### config.mk
export PLATFORM = sky130hd
export DESIGN_NAME = gp_tree_adder
export DESIGN_NICKNAME = d
export VERILOG_FILES = /design/src/rtl/gp_tree_pkg.sv /design/src/rtl/gp_bit_cell.sv /design/src/rtl/gp_join_cell.sv /design/src/rtl/gp_sum_row.sv /design/src/rtl/gp_tree_adder.sv
export SDC_FILE = /design/constraint.sdc
export NUM_CORES = 1
export LEC_CHECK = 0
export ABC_AREA = 1
export BUFFER_PORTS_ARGS = -buffer_cell sky130_fd_sc_hd__buf_4
export CAP_MARGIN = 10
export CELL_PAD_IN_SITES_DETAIL_PLACEMENT = 0
export CELL_PAD_IN_SITES_GLOBAL_PLACEMENT = 1
export CORE_ASPECT_RATIO = 0.9
export CORE_MARGIN = 10
export CORE_UTILIZATION = 32
export DETAILED_ROUTE_END_ITERATION = 10
export GPL_TIMING_DRIVEN = 0
export PLACE_DENSITY = 0.92
export RECOVER_POWER = 100
export SLEW_MARGIN = 20
export SYNTH_ARGS = -nofsm -noshare
export SYNTH_HDL_FRONTEND = slang
export SYNTH_SLANG_ARGS = --single-unit
### constraint.sdc
create_clock -name vclk -period 5.8
set_input_delay 1.45 -clock vclk [all_inputs]
set_output_delay 1.45 -clock vclk [all_outputs]
set_load 0.02 [all_outputs]
### src/rtl/gp_tree_pkg.sv
package gp_tree_pkg;

    // Carry behaviour of a contiguous bit range
    typedef struct packed {
        logic g;   // range emits a carry on its own
        logic p;   // range passes its incoming carry
    } gp_t;

    // Summary of {hi, lo} as a single range
    function automatic gp_t gp_join(input gp_t hi, input gp_t lo);
        gp_t r;
        r.g = hi.g | (hi.p & lo.g);
        r.p = hi.p & lo.p;
        return r;
    endfunction

    // Carry leaving a range, given the carry entering it
    function automatic logic gp_carry(input gp_t rng, input logic cin);
        return rng.g | (rng.p & cin);
    endfunction

endpackage

### src/rtl/gp_bit_cell.sv
module gp_bit_cell
    import gp_tree_pkg::*;
(
    input  logic a_i,
    input  logic b_i,
    output gp_t  gp_o
);

    gp_t gp_d;

    always_comb begin
        gp_d.g = a_i & b_i;
        gp_d.p = a_i ^ b_i;
    end

    assign gp_o = gp_d;

endmodule

### src/rtl/gp_join_cell.sv
module gp_join_cell
    import gp_tree_pkg::*;
(
    input  gp_t  lo_i,
    input  gp_t  hi_i,
    input  logic cin_i,
    output gp_t  grp_o,
    output logic c_lo_o,
    output logic c_hi_o
);

    always_comb begin
        grp_o  = gp_join(hi_i, lo_i);
        c_lo_o = cin_i;
        c_hi_o = gp_carry(lo_i, cin_i);
    end

endmodule

### src/rtl/gp_sum_row.sv
module gp_sum_row #(
    parameter int unsigned WIDTH = 32
) (
    input  logic [WIDTH-1:0] a_i,
    input  logic [WIDTH-1:0] b_i,
    input  logic [WIDTH-1:0] cy_i,
    output logic [WIDTH-1:0] sum_o
);

    logic [WIDTH-1:0] sum_d;

    always_comb begin
        sum_d = a_i ^ b_i ^ cy_i;
    end

    assign sum_o = sum_d;

endmodule

### src/rtl/gp_tree_adder.sv
module gp_tree_adder
    import gp_tree_pkg::*;
#(
    parameter int unsigned WIDTH = 32
) (
    input  logic [WIDTH-1:0] a_i,
    input  logic [WIDTH-1:0] b_i,
    input  logic             c_i,
    output logic [WIDTH-1:0] sum_o,
    output logic             c_o
);

    localparam int unsigned LEVELS = $clog2(WIDTH);

    // only power-of-two widths form a balanced tree
    if (WIDTH < 2 || (1 << LEVELS) != WIDTH) begin : g_bad_width
        $error("gp_tree_adder: WIDTH must be a power of two, at least 2");
    end

    // Level 0 is the root, level LEVELS holds one node per bit
    for (genvar l = 0; l <= LEVELS; l++) begin : g_lvl
        localparam int unsigned CNT = 1 << l;

        gp_t [CNT-1:0]  gp;
        logic [CNT-1:0] cin;

        if (l == 0) begin : g_root_cin
            assign cin[0] = c_i;
        end else begin : g_child_cin
            assign cin = g_lvl[l-1].g_node.cdn;
        end

        if (l == LEVELS) begin : g_leaf
            for (genvar j = 0; j < CNT; j++) begin : g_bit
                gp_bit_cell u_bit (
                    .a_i  (a_i[j]),
                    .b_i  (b_i[j]),
                    .gp_o (gp[j])
                );
            end
        end else begin : g_node
            logic [2*CNT-1:0] cdn;
            for (genvar m = 0; m < CNT; m++) begin : g_join
                gp_join_cell u_join (
                    .lo_i   (g_lvl[l+1].gp[2*m]),
                    .hi_i   (g_lvl[l+1].gp[2*m+1]),
                    .cin_i  (cin[m]),
                    .grp_o  (gp[m]),
                    .c_lo_o (cdn[2*m]),
                    .c_hi_o (cdn[2*m+1])
                );
            end
        end
    end

    logic [WIDTH-1:0] bit_cy_d;
    assign bit_cy_d = g_lvl[LEVELS].cin;

    gp_sum_row #(.WIDTH(WIDTH)) u_sum (
        .a_i   (a_i),
        .b_i   (b_i),
        .cy_i  (bit_cy_d),
        .sum_o (sum_o)
    );

    assign c_o = gp_carry(g_lvl[0].gp[0], c_i);

endmodule

# --- Word level (Yosys, flattened, before mapping) ---
# Index checks and enable logic that the tools add are counted.
totals:
  input_bits: 65
  mem_count: 0
  ff_bits: 0
  latch_bits: 0
  romBits: 0
  mem_bits_rw: 0
  output_inout_bits: 33
op_classes:
  mux: 0
  div_mod_pow: 0
  shifts: 0
  eq_ne: 0
  n_reduce_logical: 0
  order_cmp: 0
  add_sub_neg: 0
  multipliers: 0
  bitwise_logic: 223
op_table:
  columns: ["cell", "n"]
  rows:
  - ["$and 1x1->1", 126]
  - ["$xor 32x32->32", 2]
  - ["$or 1x1->1", 63]
  - ["$xor 1x1->1", 32]

# --- Longest topological paths before layout ---
# Gate-level depths: netlist of the first run.
depth:
  ltp_word: 19
  depth_mapped: 17
  ltp_nobuf: 17

# --- Hierarchy ---
# From an unflattened synthesis of the first run, not the netlist that was laid out.
hier_totals:
  hier_cells: 602
  hier_area_um2: 2696.3
by_module_without_submodules:
  columns: ["mod", "cells_each", "instances", "area_per_inst_um2"]
  rows:
  - ["gp_join_cell", 9, 31, 37.5]
  - ["gp_sum_row", 288, 1, 1121.1]
  - ["gp_bit_cell", 1, 32, 12.5]
  - ["gp_tree_adder", 3, 1, 11.3]

# --- Worst setup path before layout of the first run ---
# No wires, ideal clock.
synth_path:
  path_type: "input to output"
  startpoint: "input a_i[11]"
  endpoint: "output sum_o[31]"
  path_buffers: 0
  path_stages: 17
  t_arrival_ns: 3.339
  t_required_ns: 4.350
  path_slack_ns: 1.011
  path_cell_list: "ha_1 -> nand2_2 -> inv_1 -> nand2_1 -> nand2_1 -> nand2_1 -> nand2_1 -> nor2_1 -> nand2_2 -> nand2_2 -> nand2_4 -> nand2_2 -> nand2_2 -> nand2_1 -> nand2_1 -> fa_1 -> xor2_1"
synth_between:
  elab_chain_cells: 17
synth_rtl:
  columns: ["element", "line", "source"]
  rows:
  - ["start: declaration", "gp_tree_adder.sv:6", "input logic [WIDTH-1:0] a_i,"]
  - ["$xor 1x1->1", "gp_bit_cell.sv:13", "gp_d.p = a_i ^ b_i;"]
  - ["$and 1x1->1, on equally long branches", "gp_tree_pkg.sv:12, gp_tree_pkg.sv:13", null]
  - ["$or 1x1->1 or $and 1x1->1 (tied branches)", "gp_tree_pkg.sv:12", "r.g = hi.g | (hi.p & lo.g);"]
  - ["$or 1x1->1", "gp_tree_pkg.sv:12", null]
  - ["$and 1x1->1", "gp_tree_pkg.sv:12", null]
  - ["$or 1x1->1 (2 in series)", "gp_tree_pkg.sv:12", null]
  - ["$or 1x1->1 (*)", "gp_tree_pkg.sv:19", "return rng.g | (rng.p & cin);"]
  - ["$and 1x1->1 (*)", "gp_tree_pkg.sv:19", null]
  - ["$or 1x1->1 (*)", "gp_tree_pkg.sv:19", null]
  - ["$and 1x1->1 (*)", "gp_tree_pkg.sv:19", null]
  - ["$or 1x1->1 (*)", "gp_tree_pkg.sv:19", null]
  - ["$and 1x1->1 (*)", "gp_tree_pkg.sv:19", null]
  - ["$or 1x1->1 (*)", "gp_tree_pkg.sv:19", null]
  - ["$and 1x1->1 (*)", "gp_tree_pkg.sv:19", null]
  - ["$or 1x1->1 (*)", "gp_tree_pkg.sv:19", null]
  - ["$xor 32x32->32 (*)", "gp_sum_row.sv:13", "sum_d = a_i ^ b_i ^ cy_i;"]
  - ["end: declaration", "gp_tree_adder.sv:9", "output logic [WIDTH-1:0] sum_o,"]
# Mark *: on every way between the ends. The rest lies on a longest branch, timed or not.

# --- Worst setup path in the final report of the first run ---
layout_path:
  startpoint: "input a_i[15]"
  endpoint: "output sum_o[31]"
layout_between:
  elab_chain_cells: 16
layout_rtl:
  columns: ["element", "line"]
  rows:
  - ["$xor 1x1->1", "gp_bit_cell.sv:13"]
  - ["$and 1x1->1, on equally long branches", "gp_tree_pkg.sv:12, gp_tree_pkg.sv:13"]
  - ["$or 1x1->1 (tied with other cells) (3 in series)", "gp_tree_pkg.sv:12"]
  - ["$or 1x1->1 or $and 1x1->1 (tied branches)", "gp_tree_pkg.sv:12, gp_tree_pkg.sv:19"]
  - ["$or 1x1->1 (*)", "gp_tree_pkg.sv:19"]
  - ["$and 1x1->1 (*)", "gp_tree_pkg.sv:19"]
  - ["$or 1x1->1 (*)", "gp_tree_pkg.sv:19"]
  - ["$and 1x1->1 (*)", "gp_tree_pkg.sv:19"]
  - ["$or 1x1->1 (*)", "gp_tree_pkg.sv:19"]
  - ["$and 1x1->1 (*)", "gp_tree_pkg.sv:19"]
  - ["$or 1x1->1 (*)", "gp_tree_pkg.sv:19"]
  - ["$and 1x1->1 (*)", "gp_tree_pkg.sv:19"]
  - ["$or 1x1->1 (*)", "gp_tree_pkg.sv:19"]
  - ["$xor 32x32->32 (*)", "gp_sum_row.sv:13"]
# Marked as above.

==> impl_metrics.csv, run 1 <==
group,metric,value,unit
hold_path,hold_start,"b_i[28]",
detailed_routing,route.detailed.drc,0,
global_route,grt_pass1_vias,1553,
placed_design,dp_hpwl,3850,µm
global_route,grt_util_met1,0.113,
worst_setup_path,critPathCaptureType,"primary output",
hold_path,min_path_cells,3,
global_route,grtUsageTotal,0.0997,
yosys,ys_seq_area_frac,0,
worst_setup_path,crit_family,"simple AND/OR/NAND/NOR gates",
placed_design,numPortBuffers,98,
finish,syn2layout_area_growth,47.8,%
global_route,overflow,0,
detailed_routing,drtIter0Drc,46,
floorplanning,rows,23,
sta,worstMarginPinSlew,0.335,ns
clock_tree,ctsHoldBuffers,0,
sta,drv_slew,0,
finish,fin_nets,408,
floorplanning,core-area,4400,µm²
worst_setup_path,crit_buf_inv,3,
finish,drive_gt1_frac,0.266,
floorplanning,die_w,90.8,µm
power_and_ir_drop,power_density,128,nW/µm²
worst_setup_path,worstPathCellList,"buf_4, ha_1, nand2_1, inv_1, a21oi_1, nand2_1, nor2_1, nand2_1, nand2_2, nand2_1, nand2_2, nand2_1, nand2_1, nand2_1, fa_1, xor2_1, clkbuf_1",
yosys,yosys_warnings,0,
yosys,synth_area_per_cell,7.40,µm²
global_route,grt_max_degree,5,
sta,max_freq,194,MHz
yosys,syn-instance-count,195,
sta,hold_slack,3.28,ns
yosys,synth.most_common_cell,"nand2_1",
status,outcome,"finished, final reports clean",
floorplanning,initial_core_util,0.328,
yosys,ys_top_cells_by_count,"nand2_1 (42), inv_1 (40), ha_1 (32)",
floorplanning,die_y,83.7,µm
sta,hold_violations,0,
worst_setup_path,crit_arrival,3.70,ns
detailed_routing,ant_nets,0,
floorplanning,pin_count,98,
global_route,grt_pass1_wl,6800,µm
finish,seq_area,0,µm²
global_route,antenna_found_initial,0,
yosys,netlist_top_cells_area,"ha_1 (28%), fa_1 (22%), nand2_1 (11%)",
floorplanning,die_area,7600,µm²
detailed_routing,drt-pass1-iter-count,5,
detailed_routing,post_drt_wl_per_cell,11.3,µm
yosys,synth_nets,308,
global_route,met2_usage,0.189,
yosys,synth.cell_area,1440,µm²
yosys,synth_cell_types,20,
sta,slew_headroom,0.775,
sta,setup_violations,0,
worst_setup_path,worstPathRequired,4.35,ns
placed_design,gp_congestion,0.731,
flow_run,drv_cap,0,
yosys,synth.largest_area_cell,"ha_1",
finish,clkbuf_count,0,
global_route,grtUsageMet3,0.0297,
hold_path,hp-class,"primary input to primary output",
clock_tree,post_cts_resize_count,0,
global_route,grt_busiest_layer,"met2",
worst_setup_path,startpoint_type,"primary input",
sta,fin_crit_sh,0.888,
finish,diodes,0,
worst_setup_path,worstPathMaxFanout,3,
yosys,synth_top_cell_area_share,0.277,
sta,setup_slack,0.651,ns
hold_path,hold-path-endpoint,"sum_o[28]",
worst_setup_path,path_class,"primary input to primary output",
placed_design,place_ws,0.777,ns
power_and_ir_drop,total_power,0.274,mW
worst_setup_path,worst_path_largest_cell_delay,0.38,ns
detailed_routing,wl,3990,µm
sta,timing.setup.tns,0,ns
power_and_ir_drop,p_leak,1.21,nW
worst_setup_path,slowest_stage,"fa_1",
detailed_routing,num_vias,1502,
detailed_routing,via_per_inst,4.23,
finish,n_sequential_cell,0,
clock_tree,cts_setup_buffers,0,
sta,layout_min_cycle_time,5.15,ns
power_and_ir_drop,ir_worst_vdd,0.0604,mV
sta,rsz0062_at_grt,"no",
worst_setup_path,timing.critical_path.mode_cell,"nand2_1",
==> per-layer routing <==
layer / up-vias / share of wire
li1: 807 / -
met1: 648 / 0.42
met2: 47 / 0.50
met3: 0 / 0.080
met4: 0 / 0
met5: - / 0
==> through the flow <==
step	util	cells	cell area [µm²]
4_1_cts	0.513	355	2260
3_3_place_gp	0.513	355	2260
2_1_floorplan	-	195	1440
5_1_grt	0.485	355	2130
6_report	0.485	355	2130
3_5_place_dp	0.513	355	2260
==> power by group <==
part	switching [mW]	internal, mW
logic	0.166	0.108
registers	0	0
clock network	0	0
==> cells by family after synthesis <==
family	Yosys count	share of synthesized area
AO/OA/AOI/OAI	17	0.0736
adder cells (fa/ha/maj)	48	0.499
AND/OR/NAND/NOR	74	0.226
buffers and inverters	40	0.104
XOR/XNOR	16	0.0971
==> how the worst max path moves through the flow <==
stage | from | endpoint | cells past startpoint
after global routing | a_i[11] | sum_o[31] | 17
after global placement | a_i[7] | sum_o[14] | 12
after CTS | a_i[7] | sum_o[14] | 12
after detailed placement | a_i[15] | sum_o[31] | 17
after floorplan | a_i[11] | sum_o[31] | 17
final | a_i[15] | sum_o[31] | 17
==> cell type report <==
| type | instances | area (µm²) |
|---|---|---|
| fill | 480 | 2270 |
| multi-input combinational | 155 | 1280 |
| timing repair buffer | 98 | 631 |
| inverter | 40 | 150 |
| tap | 62 | 77.6 |
==> cells in the final DEF (no fill, tap or decap), drive strengths merged <==
master / count
a211oi: 2
a21o: 2
a21oi: 9
a31oi: 1
buf: 70
clkbuf: 28
fa: 16
ha: 32
inv: 40
nand2: 50
nand3: 6
nand4: 1
nor2: 15
nor3: 1
nor4: 1
o21ba: 1
o21bai: 2
xnor2: 7
xor2: 9
(Power assumes the default switching activity.)
==> run 2: changes to the inputs <==
Settings changed: CORE_ASPECT_RATIO 0.9 to 0.5.
==> impl_metrics.csv, run 2 (same netlist as run 1, synthesis figures left out) <==
group,metric,value,unit
finish,diodes,0,
detailed_routing,wl,4310,µm
worst_setup_path,slowest_stage,"fa_1",
worst_setup_path,worstPathRequired,4.35,ns
placed_design,numPortBuffers,98,
global_route,antenna_found_initial,0,
sta,rsz0062_at_grt,"no",
sta,max_freq,194,MHz
detailed_routing,via_per_inst,4.40,
floorplanning,core-area,4380,µm²
global_route,grt_max_degree,5,
finish,layout_common_cells,"buf_4 (68), nand2_1 (44), inv_1 (40)",
placed_design,dp_hpwl,4220,µm
worst_setup_path,worst_path_largest_cell_delay,0.37,ns
flow_run,drv_cap,0,
clock_tree,cts_setup_buffers,0,
hold_path,hold_start,"b_i[24]",
detailed_routing,ant_nets,0,
sta,layout_min_cycle_time,5.16,ns
detailed_routing,route.detailed.drc,0,
finish,fin_nets,408,
worst_setup_path,crit_end,"sum_o[31]",
sta,timing.setup.tns,0,ns
sta,drv_slew,0,
sta,hold_slack,3.29,ns
detailed_routing,drt-pass1-iter-count,4,
floorplanning,initial_core_util,0.330,
floorplanning,die_w,115,µm
clock_tree,ctsHoldBuffers,0,
sta,fin_crit_sh,0.890,
global_route,grtUsageTotal,0.102,
clock_tree,post_cts_resize_count,0,
global_route,grt_pass1_wl,6840,µm
floorplanning,die_area,7760,µm²
detailed_routing,post_drt_wl_per_cell,12.3,µm
power_and_ir_drop,total_power,0.277,mW
global_route,grt_pass1_vias,1648,
status,outcome,"finished, final reports clean",
worst_setup_path,cp-startpoint,"a_i[15]",
hold_path,hp-class,"primary input to primary output",
finish,clkbuf_count,0,
worst_setup_path,crit_arrival,3.71,ns
worst_setup_path,path_class,"primary input to primary output",
finish,final_common_cell,"buf_4",
finish,n_sequential_cell,0,
global_route,overflow,0,
finish,drive_gt1_frac,0.266,
finish,fill_cells,465,
detailed_routing,num_vias,1540,
sta,hold_violations,0,
placed_design,place_ws,0.750,ns
sta,setup_slack,0.638,ns
power_and_ir_drop,ir_worst_vdd,0.0490,mV
finish,syn2layout_area_growth,47.6,%
worst_setup_path,worstPathCellList,"buf_4, ha_1, nand2_1, inv_1, a21oi_1, nand2_1, nor2_1, nand2_1, nand2_1, nand2_4, nand2_2, nand2_2, nand2_1, nand2_1, fa_1, xor2_1, clkbuf_1",
floorplanning,die_y,67.5,µm
finish,multi_input_area,1290,µm²
worst_setup_path,timing.critical_path.mode_cell,"nand2_1",
placed_design,gp_congestion,0.730,
power_and_ir_drop,power_density,130,nW/µm²
detailed_routing,drtIter0Drc,36,
sta,worstMarginPinSlew,0.301,ns
floorplanning,rows,17,
worst_setup_path,worstPathMaxFanout,3,
sta,slew_headroom,0.800,
power_and_ir_drop,p_leak,1.20,nW
worst_setup_path,critPathCaptureType,"primary output",
finish,seq_area,0,µm²
worst_setup_path,startpoint_type,"primary input",
sta,setup_violations,0,
floorplanning,pin_count,98,
==> run 2: changes by cell type in the layout (fill, tap and decap cells not counted) <==
| cell | before | now |
|---|---|---|
| nor2_1 | 13 | 12 |
| buf_4 | 70 | 68 |
| nor2_2 | 2 | 3 |
| clkbuf_1 | 28 | 30 |
| nand2_1 | 45 | 44 |
| nand2_4 | 0 | 1 |
==> run 2: worst min path at each step <==
stage / end / cells past startpoint
2_1_floorplan: sum_o[12] / 1
3_3_place_gp: sum_o[2] / 3
3_5_place_dp: sum_o[18] / 3
4_1_cts: sum_o[18] / 3
5_1_grt: sum_o[24] / 3
6_report: sum_o[24] / 3
==> run 2: critical path: cells and delay by family <==
kind	cells	cell delay, ns
fa+ha+maj	2	0.69
buf+inv	3	0.42
compound gates	1	0.18
simple gates	10	0.80
xor+xnor	1	0.16
==> run 2: area by class of cell <==
cell class                 instances  share of cell area
tap                               57              0.0335
inverter                          40              0.0705
timing repair buffer              98               0.292
multi-input combinational        155               0.604
==> run 2: report_power, final <==
group	total, mW	switching, mW	internal (mW)
Clock	0	0	0
Combinational	0.277	0.170	0.108
Sequential	0	0	0
Total	0.277	0.170	0.108
==> run 2: metal layers <==
layer,up-vias,GRT usage,wire (µm)
li1,808,-,-
met5,-,0,0
met3,0,0.0150,208
met1,700,0.0980,1510
met4,0,0,0
met2,32,0.234,2590
==> run 2: through the flow <==
stage | cell area (µm²) | instances | utilization
6_report | 2130 | 350 | 0.486
5_1_grt | 2130 | 350 | 0.486
4_1_cts | 2250 | 350 | 0.514
3_5_place_dp | 2250 | 350 | 0.514
3_3_place_gp | 2250 | 350 | 0.514
2_1_floorplan | 1440 | 195 | -
